--- src/rtl/lane_word_shuffle.sv ---
module lane_word_shuffle #(
  parameter int LANES = 4
) (
  input  logic               clk,
  input  logic               rst,
  input  logic               in_valid,
  input  logic [LANES*128-1:0] src,
  input  logic [LANES*128-1:0] old_dst,
  input  logic [7:0]         sel,
  input  logic [1:0]         vlen,
  input  logic [1:0]         mode,
  input  logic [LANES*8-1:0] wmask,
  input  logic               zeroing,
  input  logic               mask_on,
  input  logic               spec_nz,
  output logic               out_valid,
  output logic [LANES*128-1:0] dst,
  output logic               undef_op
);
  localparam int W   = LANES * 128;
  localparam int NW  = LANES * 8;
  localparam int SPW = $clog2(NW) + 2;

  logic [W-1:0]   shuf, nxt;
  logic [SPW-1:0] span;
  logic           illegal, keep_m, mask_m;

  assign keep_m = (mode == 2'd0);
  assign mask_m = (mode == 2'd2);
  assign span   = SPW'(8) << vlen;

  assign illegal = spec_nz | (mode == 2'd3) | (vlen == 2'd3)
                 | (keep_m && vlen != 2'd0)
                 | (mode == 2'd1 && vlen == 2'd2);

  for (genvar l = 0; l < LANES; l++) begin : g_lane
    for (genvar k = 0; k < 4; k++) begin : g_word
      logic [1:0] s;
      assign s = sel[2*k +: 2];
      assign shuf[l*128 + 16*k +: 16] = src[l*128 + {s, 4'b0000} +: 16];
    end
    assign shuf[l*128 + 64 +: 64] = src[l*128 + 64 +: 64];
  end

  for (genvar w = 0; w < NW; w++) begin : g_mask
    logic act, en;
    assign act = (SPW'(w) < span);
    assign en  = !mask_m || !mask_on || wmask[w];
    assign nxt[16*w +: 16] = !act ? (keep_m ? old_dst[16*w +: 16] : 16'h0)
                           : en   ? shuf[16*w +: 16]
                           : zeroing ? 16'h0 : old_dst[16*w +: 16];
  end

  always_ff @(posedge clk) begin
    if (rst) begin
      out_valid <= 1'b0;
      undef_op  <= 1'b0;
      dst       <= '0;
    end else begin
      out_valid <= in_valid;
      if (in_valid) begin
        undef_op <= illegal;
        if (!illegal) dst <= nxt;
      end
    end
  end
endmodule


--- config.mk ---
export PLATFORM = sky130hd
export DESIGN_NAME = lane_word_shuffle
export DESIGN_NICKNAME = d
export VERILOG_FILES = /design/src/rtl/lane_word_shuffle.sv
export SDC_FILE = /design/constraint.sdc
export NUM_CORES = 1
export LEC_CHECK = 0
export BUFFER_PORTS_ARGS = -buffer_cell sky130_fd_sc_hd__buf_4
export CAP_MARGIN = 20
export CORE_AREA = 4 4 617 619
export CTS_BUF_LIST = sky130_fd_sc_hd__clkbuf_8
export DETAILED_ROUTE_END_ITERATION = 16
export DIE_AREA = 0 0 621 623
export GPL_TIMING_DRIVEN = 0
export HOLD_SLACK_MARGIN = 0.05
export MAX_ROUTING_LAYER = met4
export PLACE_DENSITY = 0.32
export SLEW_MARGIN = 20
export SYNTH_ARGS = -nofsm -noshare
export SYNTH_HDL_FRONTEND = slang
export SYNTH_SLANG_ARGS = --single-unit
export TNS_END_PERCENT = 100
--- constraint.sdc ---
create_clock -name clk -period 3.55 [get_ports clk]
set_input_delay 0.71 -clock clk [delete_from_list [all_inputs] [get_ports clk]]
set_output_delay 0.71 -clock clk [all_outputs]
set_load 0.005 [all_outputs]
==> impl_metrics.tcl <==
set metrics [dict create \
    rsz0062_at_grt "false" \
    async_flop_share_pct 0 \
    globalRoute.totalOverflow 0 \
    grtUsageTotal_pct 20.0 \
    netlist.area_leader.share_pct 30.6 \
    vias_per_cell 4.14 \
    place_area_mm2 0.0522 \
    die_area_mm2 0.387 \
    place_congestion 0.929 \
    end_kind "flip-flop" \
    setup_viol 0 \
    antenna_found_initial 215 \
    p_per_area_mw_per_mm2 341 \
    seq_area_mm2 0.0103 \
    fmax_ghz 0.295 \
    slowest_delay_ns 0.60 \
    synth_warnings 0 \
    port-buffer-count 1576 \
    cp_max_fo 10 \
    fillCellCount 42630 \
    cts_buffers 123 \
    die_h_um 623 \
    fin_worst_skew_ns 0 \
    synth_area_per_cell_um2 9.40 \
    rows 225 \
    synth_nets 4647 \
    crit_path_start "mode[1]" \
    met1_length_um 158000 \
    synth.yosys.seq_area_share_pct 30.6 \
    p_total_mw 20.7 \
    top_layer "met4" \
    fin_crit_sh_pct 95.3 \
    drt_iter0_markers 4016 \
    worstPathArrival_ns 4.24 \
    layout.cells.non_filler 11065 \
    syn_area_mm2 0.0336 \
    wl_met3_um 28200 \
    r2r_start "dst[94]" \
    dr.pass1.iters 8 \
    postCtsSetupBuffers 0 \
    cellLeakagePower_nw 22.3 \
    worst-path-buf-inv 7 \
    path_clk_slew_ns 0.06 \
    cts-hold-fix-buffers 569 \
    slew-limit-headroom_pct 24.2 \
    drv_slew 0 \
    hold_viol_final 0 \
    antenna_left 0 \
    io_pins 1588 \
    grt_pass1_wl_um 501000 \
    via_count 45779 \
    final_util_pct 16.2 \
    cp-start-kind "input port" \
    dpl.cell_count 10166 \
    crit_top_cell "buf_2" \
    ir_drop_uv 263 \
    nNetsFinal 6941 \
    route.met2.wl_um 197000 \
    status "finished clean" \
    initial_core_util_pct 8.96 \
    area_delta_synth_final_pct 80.9 \
    htree_levels 3 \
    coreArea_mm2 0.375 \
    slowest_stage "dlygate4sd3_1" \
    critical_path_required_ns 4.41 \
    timing.hold.ws_ns 0.217 \
    grt_pass1_vias 45730 \
    hp-start "old_dst[318]" \
    dpl.hpwl_um 344000 \
    die_x_um 621 \
    cts_resized 0 \
    routed_wl_um 396000 \
    cts_buffer_depth 4 \
    crit_type "input port to flip-flop" \
    synth_edf_count 0 \
    clock_sinks 514 \
    synth_commonest_cells "nand2_1, dfxtp_1, a31oi_1" \
    cts_tree "yes" \
    ys_seq_elements 514 \
    wire_per_inst_um 35.8 \
    clockRootBuffer "clkbuf_8" \
    yosysMostFrequentCell "nand2_1" \
    worst_pin_slew_ns 1.13 \
    ys.flop_type "dfxtp_1" \
    path_cells "buf_4 -> buf_6 -> o21bai_1 -> buf_2 -> and3_1 -> buf_2 -> buf_2 -> buf_2 -> a311oi_1 -> dlygate4sd3_1" \
    final_area_mm2 0.0608 \
    crit_family "buffers and inverters" \
    cap_violations 0 \
    grt_max_degree 19 \
    ys_top_cells_by_area "dfxtp_1, mux4_2, a31oi_1, a311oi_1, nand2_1" \
    multi_input_area_mm2 0.0212 \
    drcViolationCount 0 \
    timing.final.crit_period_ns 3.38 \
    ys_types 44 \
    netlist_instances 3573 \
    drive_gt1_share_pct 38.7 \
    clk_latency_ns 0.96 \
    min_path_type "input port to flip-flop" \
    yosys.area.top_type "dfxtp_1" \
]
-- layout by cell type, fill, tap and decap left out, types with 4 or more instances in the layout --
cell,n
buf_12,7
o21ai_0,210
buf_1,10
inv_1,45
nor3b_1,120
a311oi_2,58
clkbuf_1,302
a22oi_1,109
buf_8,4
nand4bb_1,12
nand3b_1,64
mux2i_1,8
nand2_1,515
and2_1,119
clkbuf_2,23
a31oi_1,512
o21a_1,13
a311oi_1,337
nor2_1,11
a32oi_1,8
a211oi_2,16
dlygate4sd3_1,569
clkinv_2,5
mux4_2,256
buf_16,9
dfxtp_1,514
o41ai_4,16
bufinv_16,10
clkbuf_8,148
nor2b_1,29
buf_4,1590
and3b_1,19
buf_2,128
diode_2,119
nand2b_1,11
buf_6,17
a211oi_1,101
-- where the power goes --
part | internal (mW) | switching, mW
Sequential | 6.08 | 0.247
Combinational | 2.78 | 3.62
Clock | 4.45 | 3.55
Total | 13.3 | 7.42
-- layer usage --
layer | track usage [%] | up-vias
met5 | - | -
met4 | 6.26 | 0
met3 | 4.96 | 488
met2 | 34.3 | 2488
met1 | 23.0 | 23629
li1 | - | 19174
-- final cells by class --
class,count,share of cell area (%)
Tap cell,4994,10.3
Buffer,491,3.62
Timing Repair Buffer,2169,29.6
Inverter,2,0.0124
Multi-Input combinational cell,2566,34.8
Sequential cell,514,16.9
Antenna cell,119,0.490
Clock buffer,148,3.35
Clock inverter,62,0.873
-- sequential cells by signal (all words and copies together), names as in the netlist --
name and flops:
out_valid 1, dst 512, undef_op 1
-- metrics by stage --
step	TNS [ns]	setup slack [ns]
6_report	0	0.165
3_5_place_dp	-258.84	-0.907
5_1_grt	0	0.107
2_1_floorplan	0	1.34
4_1_cts	0	0.131
3_3_place_gp	-606.63	-2.66
-- worst reg2reg max path, stage by stage (launching register included) --
cell	delay (ns)
dfxtp_1	0.49
a31oi_1	0.08
a311oi_1	0.27
dlygate4sd3_1	0.59
-- path summary, 6_finish.rpt --
kind / to / slack [ns] / depth (start not counted)
setup reg to reg: dst[94] / 2.06 / 3
hold reg to reg: undef_op / 0.51 / 2
hold / removal: dst[318] / 0.22 / 3
setup / recovery: dst[122] / 0.17 / 10
-- cell families (layout without fill, tap and decap cells) --
family                 after synthesis  count (layout)  share of synthesized area, %
DFF                                514             514                          30.6
buffers and inverters              493            2872                          6.47
muxes                              264             264                          17.4
other                                0             119                             0
AOI/OAI and AO/OA                 1383            1383                          31.2
and+or+nand+nor                    919             919                          14.3
Note: power is estimated with default switching activity, not from simulation.
